`config.mk`:
```
export PLATFORM = sky130hd
export DESIGN_NAME = cache_ctl_reg
export DESIGN_NICKNAME = d
export VERILOG_FILES = /design/src/rtl/cache_ctl_pkg.sv /design/src/rtl/cache_freeze_lane.sv /design/src/rtl/cache_state_view.sv /design/src/rtl/cache_ctl_reg.sv
export SDC_FILE = /design/constraint.sdc
export NUM_CORES = 1
export LEC_CHECK = 0
export ABC_AREA = 1
export BUFFER_PORTS_ARGS = -buffer_cell sky130_fd_sc_hd__buf_2
export CAP_MARGIN = 40
export CORE_ASPECT_RATIO = 1.25
export CORE_MARGIN = 3
export CORE_UTILIZATION = 26
export DETAILED_ROUTE_END_ITERATION = 10
export GPL_TIMING_DRIVEN = 1
export PLACE_DENSITY = 0.84
export SETUP_SLACK_MARGIN = 0.1
export SYNTH_ARGS = -nofsm -noshare
export SYNTH_HDL_FRONTEND = slang
export SYNTH_SLANG_ARGS = --single-unit
export TNS_END_PERCENT = 10
```
`constraint.sdc`:
```
create_clock -name clk -period 0.8 [get_ports clk]
set_input_delay 0.08 -clock clk [delete_from_list [all_inputs] [get_ports clk]]
set_output_delay 0.08 -clock clk [all_outputs]
set_load 0.02 [all_outputs]
```
`src/rtl/cache_ctl_pkg.sv`:
```
// Package: field positions and state codes shared by the cache control register.
package cache_ctl_pkg;
    localparam int STATE_W = 2;
    localparam int REG_W   = 6;
    localparam int I_LSB   = 0;
    localparam int D_LSB   = 2;
    localparam int I_FRZ   = 4;
    localparam int D_FRZ   = 5;

    typedef enum logic [STATE_W-1:0] {
        CST_OFF    = 2'b00,
        CST_FROZEN = 2'b01,
        CST_RSVD   = 2'b10,
        CST_ON     = 2'b11
    } cst_e;
endpackage

```
`src/rtl/cache_freeze_lane.sv`:
```
// Module: cache_freeze_lane
// Computes the next state for one cache. An armed acknowledge turns enabled
// into frozen. Assumes the input state is already the post-write value.
module cache_freeze_lane
    import cache_ctl_pkg::*;
(
    input  logic [STATE_W-1:0] cur_state,
    input  logic               arm,
    input  logic               ack,
    output logic [STATE_W-1:0] nxt_state
);
    // Freeze decision for one lane
    always_comb begin
        nxt_state = cur_state;
        if (ack && arm && cur_state == CST_ON)
            nxt_state = CST_FROZEN;
    end
endmodule

```
`src/rtl/cache_state_view.sv`:
```
// Module: cache_state_view
// Maps a stored state field to the code given to a cache controller.
// Assumes the reserved code behaves as disabled.
module cache_state_view
    import cache_ctl_pkg::*;
(
    input  logic [STATE_W-1:0] raw,
    output logic [STATE_W-1:0] shown
);
    // Fold reserved code onto disabled
    always_comb shown = (raw == CST_RSVD) ? CST_OFF : raw;
endmodule

```
`src/rtl/cache_ctl_reg.sv`:
```
// Module: cache_ctl_reg
// Control register holding two cache state fields and two freeze-on-interrupt
// enables. An interrupt acknowledge freezes each armed, enabled cache.
// Assumes irq_ack is a single-cycle pulse. Write and ack in the same cycle:
// the freeze acts on the written value.
module cache_ctl_reg
    import cache_ctl_pkg::*;
#(
    parameter int BUS_W = 32
) (
    input  logic             clk,
    input  logic             rst_n,
    input  logic             bus_we,
    input  logic [BUS_W-1:0] bus_wdata,
    output logic [BUS_W-1:0] bus_rdata,
    input  logic             irq_ack,
    output logic [1:0]       icache_state,
    output logic [1:0]       dcache_state
);
    localparam int NLANE = 2;

    logic [REG_W-1:0]   ctl_q;
    logic [REG_W-1:0]   base;
    logic [REG_W-1:0]   ctl_d;
    logic [STATE_W-1:0] lane_nxt [NLANE];
    logic [STATE_W-1:0] lane_out [NLANE];

    // Select the pre-freeze value: new write data or the held value
    always_comb base = bus_we ? bus_wdata[REG_W-1:0] : ctl_q;

    for (genvar g = 0; g < NLANE; g++) begin : g_lane
        localparam int LSB = (g == 0) ? I_LSB : D_LSB;
        localparam int FRZ = (g == 0) ? I_FRZ : D_FRZ;
        cache_freeze_lane u_lane (
            .cur_state (base[LSB +: STATE_W]),
            .arm       (base[FRZ]),
            .ack       (irq_ack),
            .nxt_state (lane_nxt[g])
        );
        cache_state_view u_view (
            .raw   (ctl_q[LSB +: STATE_W]),
            .shown (lane_out[g])
        );
    end

    // Assemble the next register value
    always_comb ctl_d = {base[D_FRZ], base[I_FRZ], lane_nxt[1], lane_nxt[0]};

    // Register update with synchronous reset
    always_ff @(posedge clk) begin
        if (!rst_n) ctl_q <= '0;
        else        ctl_q <= ctl_d;
    end

    // Read path and controller outputs
    always_comb begin
        bus_rdata = '0;
        bus_rdata[REG_W-1:0] = ctl_q;
        icache_state = lane_out[0];
        dcache_state = lane_out[1];
    end
endmodule


```
# Yosys cells after proc, flatten, opt, wreduce, memory -nomap -nowiden
# Cells that the tools add are included.
[word_totals]
regBits = 6
in_bits = 36
output_inout_bits = 36
word_cells = 19
[classes]
eq_ne = 4
muxes = 5
bitwise_logic = 1
reduce_logical = 6
[ops]
columns = ["operator", "n"]
rows = [
  ["$eq 2x2->1 const B", 4],
  ["$mux 6", 1],
  ["$logic_and 1x1->1", 4],
  ["$mux 2", 2],
  ["$reduce_or 2->1", 2],
  ["$mux 1", 2],
  ["$not 1->1", 1],
]

# Logic depth before layout (Yosys ltp)
# Gate-level depths: netlist of run 1.
[depth]
depth_word = 4
ltp_mapped = 6
ltp_nobuf = 5

# Modules after synthesis
# Synthesis of run 1 repeated with hierarchy kept, for this count alone.
[hier_totals]
cells_unflattened = 83
hier_area_um2 = 511.7
[by_module_without_submodules]
columns = ["mod", "n_inst", "cells_per_inst", "area_each_um2", "seq_area_each_um2"]
rows = [
  ["cache_ctl_reg", 1, 69, 456.7, 120.1],
  ["cache_freeze_lane", 2, 4, 16.3, 0.0],
  ["cache_state_view", 2, 3, 11.3, 0.0],
]

# Worst setup path after synthesis of run 1
# No wires, ideal clock.
[synth_timing]
path_kind = "reg-to-reg"
startpoint = "register ctl_q[4]"
endpoint = "register ctl_q[1]"
setup_time_ps = 115
arrival_time_ps = 726
required_ps = 685
path_slack_ps = -40
stages_incl_launch_ff = 6
n_path_buf = 0
period_less_slack_ps = 840
path_cell_list = "dfxtp_1 inv_1 nand2_2 nand3_1 nor2_1 nor2_1"
[synth_via]
elab_chain_len = 4
[synth_lines]
columns = ["item", "line_no", "text"]
rows = [
  ["start, declared", "cache_ctl_reg.sv:22", "logic [REG_W-1:0] ctl_q;"],
  ["start signal, assigned", "cache_ctl_reg.sv:52", "else ctl_q <= ctl_d;"],
  ["$mux 6", "cache_ctl_reg.sv:29", "always_comb base = bus_we ? bus_wdata[REG_W-1:0] : ctl_q;"],
  ["$logic_and 1x1->1 (2 in a row)", "cache_freeze_lane.sv:15", "if (ack && arm && cur_state == CST_ON)"],
  ["$reduce_or 2->1 (no line)", "--", ""],
]
# No other way between the ends.
# A chain may end at the register's enable or synchronous reset.

# Worst setup path after layout of run 1
[layout_timing]
startpoint = "register ctl_q[2]"
endpoint = "output dcache_state[1]"
[layout_via]
elab_chain_len = 2
[layout_lines]
columns = ["item", "line_no", "text"]
rows = [
  ["$eq 2x2->1", "cache_state_view.sv:11", "always_comb shown = (raw == CST_RSVD) ? CST_OFF : raw;"],
  ["$mux 2", "cache_state_view.sv:11", ""],
  ["end, declared", "cache_ctl_reg.sv:18", "output logic [1:0] dcache_state"],
]
# No other way between the ends.

==> impl_metrics.py, run 1 <==
metrics = {
    "critical_path": {
        "worstSetupEndpointType": "output port",
        "reg2reg_slack_ns": 0.01,
        "crit_arrival_ns": 0.83,
        "worstPathMaxFanout": 4,
        "path_class": "flip-flop to output port",
        "critPathLaunchType": "flip-flop",
        "crit_required_ns": 0.72,
    },
    "timing": {
        "setup_ws_ns": -0.107,
        "timing.final.crit_period_ns": 0.907,
        "slew_viol_final": 0,
        "rsz0062_at_grt": "true",
        "setup_viol": 7,
        "clock_skew_ns": 0.00871,
        "fmax_mhz": 1100,
        "tns_ns": -0.272,
        "fin_crit_sh_pct": 113,
        "finalHoldViolCount": 0,
    },
    "place": {
        "io_buffers": 19,
        "placed_area_sq_um": 529,
        "dp.cells": 108,
        "post-dp-hpwl_microns": 747,
        "gp_congestion": 0.671,
    },
    "finish": {
        "drive_gt1_share_pct": 46.9,
        "regMostFlops": "ctl_q",
        "final_nets": 133,
        "syn_to_final_growth_pct": 24.6,
        "largest_register_ffs": 6,
        "final_area_sq_um": 639,
        "post-route-util_pct": 35.4,
        "fin_cells": 115,
        "num_antenna_cells": 0,
        "reg.largest.list": "ctl_q x6",
    },
    "floorplanning": {
        "fp-row-count": 17,
        "start_util_pct": 28.4,
        "die_x_microns": 45.7,
        "die_h_microns": 55.7,
        "io_pins": 72,
        "coreArea_sq_mm": 0.00181,
        "die-area_sq_mm": 0.00255,
    },
    "route": {
        "drt-total-wl_microns": 915,
        "vias_per_cell": 3.64,
        "drc": 0,
        "firstDrtPassIters": 2,
        "ant_nets": 0,
        "wire_per_inst_microns": 7.96,
        "vias": 419,
        "drtIter0Drc": 4,
    },
    "clock_network": {
        "cts.sinks": 6,
        "clk_pin_slew_ns": 0.05,
        "postCtsHoldBufs": 0,
        "cts_made_buffers": 3,
        "h-tree-depth": 1,
        "cts_buffer_depth": 2,
        "clock_latency_ns": 0.25,
        "cts_tree": "yes",
        "clock-root-buffer": "clkbuf_4",
    },
    "grt": {
        "grt_pass1_wl_mm": 1.19,
        "grt_pass1_vias": 285,
        "grt-ovfl-total": 0,
        "antenna_found_initial": 0,
        "track_usage_pct": 6.65,
        "grt_start_max_net_pins": 10,
    },
    "pwr": {
        "peakVddDrop_mv": 0.761,
        "leakage_uw": 0.000379,
        "powerDensity_mw_per_mm2": 1550,
    },
    "logic_synthesis": {
        "synth-seq-cells": 6,
        "synthCells": 74,
        "netlist_area_sq_um": 513,
        "yosysSeqAreaShare_pct": 23.4,
        "yosys.area.top_type_share_pct": 38.0,
        "yosysUniqueCellTypes": 15,
        "synth_area_leaders": "buf_4, dfxtp_1, inv_1, nand2_1, nor2_1",
        "synth_top_area_cell": "buf_4",
        "yosysWarnings": 0,
        "syn_avg_cell_area_sq_um": 6.93,
    },
    "outcome": {
        "run_status": "complete, but fails checks",
        "failed_checks": "negative setup slack",
    },
    "flow_run": {
        "cap_viol_max_count": 0,
    },
    "hold_path": {
        "holdCritPathClass": "primary input to flip-flop",
    },
}
==> routing by layer <==
metal / GRT usage (%) / vias up / routed length, microns / share of wire (%)
li1: - / 209 / - / -
met1: 7.78 / 178 / 346 / 38
met2: 9.18 / 30 / 419 / 46
met3: 3.88 / 2 / 141 / 15
met4: 3.66 / 0 / 8 / 0.87
met5: 0 / - / 0 / 0
==> per-stage QoR <==
step / power [uW] / setup WS, ns / hold slack [ns]
global route: 1060 / -0.145 / 0.0718
floorplan: 676 / 0.0577 / 0.230
finish: 993 / -0.107 / 0.0674
detailed placement: 633 / 0.0204 / 0.344
global placement: 628 / 0.0332 / 0.325
CTS: 989 / -0.112 / 0.0647
==> synth_stat cells <==
master,instances
clkbuf_1,2
o21ai_2,2
inv_1,8
buf_4,26
nand2_2,2
conb_1,1
dfxtp_1,6
inv_4,1
nand3_1,2
nand2_1,8
buf_6,1
nor2_1,8
nor2_2,4
inv_2,1
o21ai_1,2
==> logic make-up (layout without fill, tap and decap cells) <==
logic type / count (synthesis) / count (layout) / synth area share (%)
AO/OA/AOI/OAI: 4 / 4 / 5.37
buffers and inverters: 39 / 36 / 49.5
flip-flops: 6 / 6 / 23.4
other: 1 / 26 / 0.731
AND/OR/NAND/NOR: 24 / 24 / 21.0
==> area by class of cell <==
type                            instances  area (sq um)
Clock buffer                            4          26.3
Fill cell                             185          1170
Inverter                               10          40.0
Multi-Input combinational cell         54           255
Sequential cell                         6           133
Tap cell                               19          23.8
Timing Repair Buffer                   22           161
==> critical path, stage by stage, from the launching register on <==
cell and delay [ns]:
dfxtp_2 0.35, nand2_1 0.05, inv_1 0.06, buf_6 0.11
==> cell usage in the layout, fill, tap and decap left out <==
| cell | instances |
|---|---|
| dfxtp_2 | 4 |
| dfxtp_4 | 2 |
| nand2_1 | 8 |
| conb_1 | 26 |
| inv_1 | 7 |
| nor2_4 | 2 |
| o21ai_2 | 2 |
| nor2_1 | 7 |
| nor2_2 | 3 |
| nand2_2 | 2 |
| o21ai_1 | 2 |
| buf_4 | 8 |
| clkbuf_1 | 1 |
| inv_4 | 1 |
| buf_6 | 5 |
| inv_2 | 2 |
| nand3_2 | 2 |
| clkbuf_4 | 3 |
| buf_2 | 9 |
==> power breakdown <==
group	switching, uW	internal [uW]	total [uW]
registers	19.6	323	343
clock network	119	190	309
logic	232	110	342
==> worst paths after layout <==
| path | start | endpoint | depth (start not counted) |
|---|---|---|---|
| min reg2reg | ctl_q[2] | ctl_q[2] | 2 |
| max reg2reg | ctl_q[1] | ctl_q[1] | 5 |
| max | ctl_q[2] | dcache_state[1] | 3 |
| min | bus_wdata[1] | ctl_q[1] | 3 |
==> repair_timing <==
| item | in CTS | in global routing |
|---|---|---|
| setup endpoints to repair | 12 | 13 |
| pin swaps | 3 | 2 |
| setup buffers | 1 | 2 |
| endpoints found under the hold margin | 0 | 0 |
| gates resized for setup | 15 | 4 |
Note: power is estimated with default switching activity, not from simulation.
==> run 2: changes to the inputs <==
==> constraint.sdc (replaced) <==
create_clock -name clk -period 0.8 [get_ports clk]
set_input_delay 0.08 -clock clk [delete_from_list [all_inputs] [get_ports clk]]
set_output_delay 0.08 -clock clk [all_outputs]
set_load 0.01 [all_outputs]
==> run 2 against run 1 <==
  * Sequential cell count did not move
  * Highest routed layer is now met3
  * Register-to-register slack barely moved
  * Clock skew fell by 0.0058 ns
  * The flow still finishes with violations (negative setup slack)
==> impl_metrics.py, run 2 (same netlist as run 1, synthesis figures left out) <==
metrics = {
    "critical_path": {
        "worstPathMaxFanout": 3,
        "worstRegToRegCells": 5,
        "startpoint": "ctl_q[1]",
        "crit_required_ns": 0.72,
        "reg2reg_slack_ns": 0.01,
        "critPathMaxStageDelay_ns": 0.34,
        "path_class": "flip-flop to output port",
        "critPathLaunchType": "flip-flop",
        "worstSetupEndpointType": "output port",
        "timing.rr.end": "ctl_q[3]",
        "r2r-start": "ctl_q[3]",
        "critPathTopFamily": "flip-flops",
        "crit_arrival_ns": 0.79,
        "cp_cell_sequence": "nand2_1 -> inv_1 -> buf_2",
        "cp_num_buf_inv": 2,
        "slowest_stage": "dfxtp_2",
    },
    "timing": {
        "slew_viol_final": 0,
        "setup_viol": 2,
        "clock_skew_ns": 0.00293,
        "timing.final.crit_period_ns": 0.867,
        "fin_crit_sh_pct": 108,
        "rsz0062_at_grt": "true",
        "fmax_mhz": 1150,
        "finalHoldViolCount": 0,
        "setup_ws_ns": -0.0668,
        "tns_ns": -0.128,
    },
    "finish": {
        "drive_gt1_share_pct": 45.3,
        "fin_cells": 114,
        "num_antenna_cells": 0,
        "final_common_cell": "conb_1",
        "reg.largest.list": "ctl_q x6",
        "largest_register_ffs": 6,
        "syn_to_final_growth_pct": 14.4,
        "final_nets": 133,
        "regMostFlops": "ctl_q",
        "final_cell_mix": "conb_1, buf_2, nand2_1, nor2_1, inv_1",
        "post-route-util_pct": 32.5,
    },
    "clock_network": {
        "clk_pin_slew_ns": 0.05,
        "cts_tree": "yes",
        "cts.sinks": 6,
        "postCtsHoldBufs": 0,
        "cts_made_buffers": 3,
        "clock_latency_ns": 0.24,
        "h-tree-depth": 1,
        "clock-root-buffer": "clkbuf_4",
        "cts_buffer_depth": 2,
    },
    "route": {
        "firstDrtPassIters": 2,
        "routed.top_layer": "met3",
        "ant_nets": 0,
        "route.met3.wl_microns": 140,
        "drt-total-wl_microns": 852,
        "vias_per_cell": 3.51,
        "drc": 0,
        "wl_met1_microns": 315,
        "drtIter0Drc": 4,
        "dr_wl_met2_microns": 396,
        "vias": 400,
        "wire_per_inst_microns": 7.47,
    },
    "grt": {
        "track_usage_pct": 7.21,
        "grt_pass1_wl_mm": 1.35,
        "grt-ovfl-total": 0,
        "grt_start_max_net_pins": 10,
        "grt_pass1_vias": 352,
        "antenna_found_initial": 0,
    },
    "hold_path": {
        "hold_start": "bus_wdata[1]",
        "hold_path_end": "ctl_q[1]",
        "hold_depth": 3,
        "holdCritPathClass": "primary input to flip-flop",
    },
    "floorplanning": {
        "die-area_sq_mm": 0.00255,
        "die_h_microns": 55.7,
        "coreArea_sq_mm": 0.00181,
        "die_x_microns": 45.7,
        "start_util_pct": 28.4,
        "io_pins": 72,
        "fp-row-count": 17,
    },
    "pwr": {
        "leakage_uw": 0.000368,
        "powerDensity_mw_per_mm2": 1470,
        "peakVddDrop_mv": 0.612,
        "fin_total_pwr_uw": 864,
    },
    "place": {
        "post-dp-hpwl_microns": 730,
        "pre_cts_ws_ns": 0.0143,
        "dp.cells": 108,
        "io_buffers": 19,
        "gp_congestion": 0.643,
    },
    "outcome": {
        "failed_checks": "negative setup slack",
        "run_status": "complete, but fails checks",
    },
    "flow_run": {
        "cap_viol_max_count": 0,
    },
}
[run 2: metal layers]
metal	track usage, %	vias up
met3	3.56	0
met2	10.8	29
met1	8.19	163
li1	-	208
met4	3.66	0
met5	0	-
[run 2: cell type report]
cell class                      count  area (sq um)
Multi-Input combinational cell     54           243
Fill cell                         210          1220
Timing Repair Buffer               22           130
Sequential cell                     6           128
Tap cell                           19          23.8
Inverter                           10          40.0
Clock buffer                        3          22.5
[run 2: power breakdown]
group / switching (uW) / total [uW] / internal, uW
registers: 16.7 / 343 / 326
logic: 147 / 237 / 89.7
clock network: 114 / 285 / 170
total: 278 / 864 / 586
[run 2: how the worst max path moves through the flow]
stage / to / slack [ns] / cells after the start
after CTS: dcache_state[1] / -0.08 / 3
after global placement: ctl_q[1] / 0.03 / 6
after global routing: icache_state[1] / -0.13 / 3
after floorplan: ctl_q[1] / 0.09 / 5
after detailed placement: ctl_q[3] / 0.01 / 6
final: icache_state[1] / -0.07 / 3
[run 2: repair_timing]
item | in CTS | in global routing
gates resized for setup | 6 | 1
hold endpoints to repair | 0 | 0
endpoints found under the setup margin | 12 | 14
pin swaps | 0 | 1
setup buffers | 3 | 0
cloned | 0 | 0
[run 2: per-stage QoR]
step	area [sq um]	hold WS, ns
finish	587	0.0985
global route	587	0.0997
detailed placement	519	0.353
global placement	519	0.328
CTS	582	0.0948
floorplan	614	0.230
[run 2: worst register-to-register path: cells and delay by family (launching register included)]
kind / cells / cell delay (ns)
buffers and inverters: 1 / 0.13
AND/OR/NAND/NOR: 3 / 0.16
AO/OA/AOI/OAI: 1 / 0.06
flip-flops: 1 / 0.32
==> run 3: changes to the inputs <==
--- a/config.mk
+++ b/config.mk
@@ -8,12 +8,14 @@
 export ABC_AREA = 1
 export BUFFER_PORTS_ARGS = -buffer_cell sky130_fd_sc_hd__buf_2
 export CAP_MARGIN = 40
+export CELL_PAD_IN_SITES_DETAIL_PLACEMENT = 0
+export CELL_PAD_IN_SITES_GLOBAL_PLACEMENT = 1
 export CORE_ASPECT_RATIO = 1.25
 export CORE_MARGIN = 3
-export CORE_UTILIZATION = 26
+export CORE_UTILIZATION = 18
 export DETAILED_ROUTE_END_ITERATION = 10
 export GPL_TIMING_DRIVEN = 1
-export PLACE_DENSITY = 0.84
+export PLACE_DENSITY = 0.92
 export SETUP_SLACK_MARGIN = 0.1
 export SYNTH_ARGS = -nofsm -noshare
 export SYNTH_HDL_FRONTEND = slang
==> constraint.sdc (replaced) <==
create_clock -name clk -period 1 [get_ports clk]
set_input_delay 0.1 -clock clk [delete_from_list [all_inputs] [get_ports clk]]
set_output_delay 0.1 -clock clk [all_outputs]
set_load 0.01 [all_outputs]
==> run 3 against run 2 <==
  * The run now ends clean
  * Cell area shrank 0.21%
  * Wire length grew 1.5%
  * Via count shrank 0.75%
  * Global-route usage down 2.7 points
  * Non-clock buffer count is the same
  * Worst hold slack better by 0.0050 ns
  * Clock skew fell by 0.0029 ns
  * Final cell count increased by 13%
  * Die area rose by 39%
  * Power fell by 22%
  * Critical path type unchanged
==> impl_metrics.py, run 3 (same netlist as run 1, synthesis figures left out) <==
metrics = {
    "outcome": {
        "run_status": "finished, final reports clean",
    },
    "pwr": {
        "comb_power_share_pct": 26.8,
        "leakage_uw": 0.000362,
        "peakVddDrop_mv": 0.393,
        "power.internal_uw": 458,
        "powerDensity_mw_per_mm2": 1150,
        "p_sw_uw": 213,
        "sw_frac_of_total_pct": 31.7,
        "clockPowerShare_pct": 32.6,
        "power_frac_seq_pct": 40.6,
        "fin_total_pwr_uw": 671,
    },
    "place": {
        "io_buffers": 19,
        "gp_congestion": 0.778,
        "post-dp-hpwl_microns": 724,
        "pre_cts_ws_ns": 0.220,
    },
    "critical_path": {
        "slowest_stage": "dfxtp_4",
        "crit_required_ns": 0.90,
        "worstRegToRegCells": 4,
        "crit_arrival_ns": 0.79,
        "cp_cell_sequence": "nand2_2 -> inv_2 -> buf_2",
        "worstPathMaxFanout": 4,
        "cp_num_buf_inv": 2,
        "path_depth": 3,
        "startpoint": "ctl_q[2]",
        "critPathMaxStageDelay_ns": 0.35,
        "critPathTopFamily": "flip-flops",
        "critPathLaunchType": "flip-flop",
        "crit_end": "dcache_state[1]",
        "reg2reg_slack_ns": 0.19,
        "timing.rr.end": "ctl_q[3]",
        "worstSetupEndpointType": "output port",
        "r2r-start": "ctl_q[2]",
        "path_class": "flip-flop to output port",
    },
    "timing": {
        "slew_viol_final": 0,
        "tns_ns": 0,
        "fin_crit_sh_pct": 89.0,
        "finalHoldViolCount": 0,
        "whs_ns": 0.103,
        "setup_ws_ns": 0.110,
        "clock_skew_ns": 0.0000661,
        "fmax_mhz": 1120,
        "setup_viol": 0,
        "timing.final.crit_period_ns": 0.890,
        "rsz0062_at_grt": "true",
    },
    "clock_network": {
        "clk_pin_slew_ns": 0.05,
        "cts.sinks": 6,
        "cts_tree": "yes",
        "clock_latency_ns": 0.24,
        "h-tree-depth": 1,
        "cts_buffer_depth": 2,
        "postCtsHoldBufs": 0,
        "cts_made_buffers": 3,
        "clock-root-buffer": "clkbuf_4",
    },
    "finish": {
        "drive_gt1_share_pct": 43.2,
        "final_cell_mix": "conb_1, buf_2, nor2_1, nand2_1, inv_1",
        "reg.largest.list": "ctl_q x6",
        "largest_register_ffs": 6,
        "syn_to_final_growth_pct": 14.1,
        "num_antenna_cells": 0,
        "regMostFlops": "ctl_q",
        "final_common_cell": "conb_1",
        "final_nets": 133,
    },
    "floorplanning": {
        "start_util_pct": 19.0,
        "fp-row-count": 21,
        "die_x_microns": 53.8,
        "die_h_microns": 65.7,
        "die-area_sq_mm": 0.00353,
        "coreArea_sq_mm": 0.00271,
        "io_pins": 72,
    },
    "route": {
        "ant_nets": 0,
        "wire_per_inst_microns": 6.71,
        "drt-total-wl_microns": 865,
        "vias": 397,
        "vias_per_cell": 3.08,
        "drc": 0,
        "firstDrtPassIters": 4,
        "drtIter0Drc": 5,
    },
    "hold_path": {
        "hold_depth": 3,
        "holdCritPathClass": "primary input to flip-flop",
    },
    "grt": {
        "track_usage_pct": 4.50,
        "antenna_found_initial": 0,
        "grt_pass1_wl_mm": 1.09,
        "grt-ovfl-total": 0,
        "grt_pass1_vias": 274,
        "grt_start_max_net_pins": 10,
    },
    "flow_run": {
        "cap_viol_max_count": 0,
    },
}
run 3: changes by cell type in the layout (fill, tap and decap cells not counted), moves of 2 or more:
cell,delta
dfxtp_2,-3
buf_2,+2
buf_6,-2
dfxtp_1,+2
run 3: power groups by stage:
stage	sequential (uW)	clock, uW	combinational, uW
floorplan	283	0	189
global placement	276	0	164
detailed placement	277	0	165
CTS	274	231	170
global route	275	240	204
finish	272	219	180
run 3: layer usage:
layer  share of wire, %  global-route usage, %
met1                 42                   5.75
met2                 37                   5.15
met3                 18                   1.81
met4                2.5                   4.79
met5                  0                      0
run 3: metrics by stage:
stage | cells | utilization [%] | cell area (sq um)
finish | 129 | 21.6 | 586
global route | 129 | 21.6 | 586
CTS | 127 | 20.9 | 566
detailed placement | 123 | 19.6 | 531
global placement | 123 | 19.6 | 531
floorplan | 99 | - | 607
run 3: layout make-up:
type,instances,area (sq um)
fillers,318,2120
flip-flops and latches,6,128
well taps,34,42.5
multi-input cells,54,235
repair buffers,22,118
inverters,10,40.0
clock buffers,3,22.5
run 3: worst min-delay path by stage:
stage	startpoint	end	slack (ns)
after floorplan	bus_wdata[1]	ctl_q[1]	0.25
after global placement	bus_wdata[3]	ctl_q[3]	0.35
after detailed placement	bus_wdata[1]	ctl_q[1]	0.34
after CTS	bus_wdata[1]	ctl_q[1]	0.09
after global routing	bus_wdata[3]	ctl_q[3]	0.12
final	bus_wdata[1]	ctl_q[1]	0.10
run 3: timing repair:
| action | 4_1_cts | 5_1_grt |
|---|---|---|
| cloned | 0 | 0 |
| setup buffers | 1 | 2 |
| setup endpoints to repair | 2 | 2 |
| resized for setup | 4 | 3 |
| pin swaps | 0 | 1 |
run 3: worst min-delay path, cell delays in order:
cell	delay, ns
buf_2	0.07
o21ai_1	0.05
nor2_1	0.08
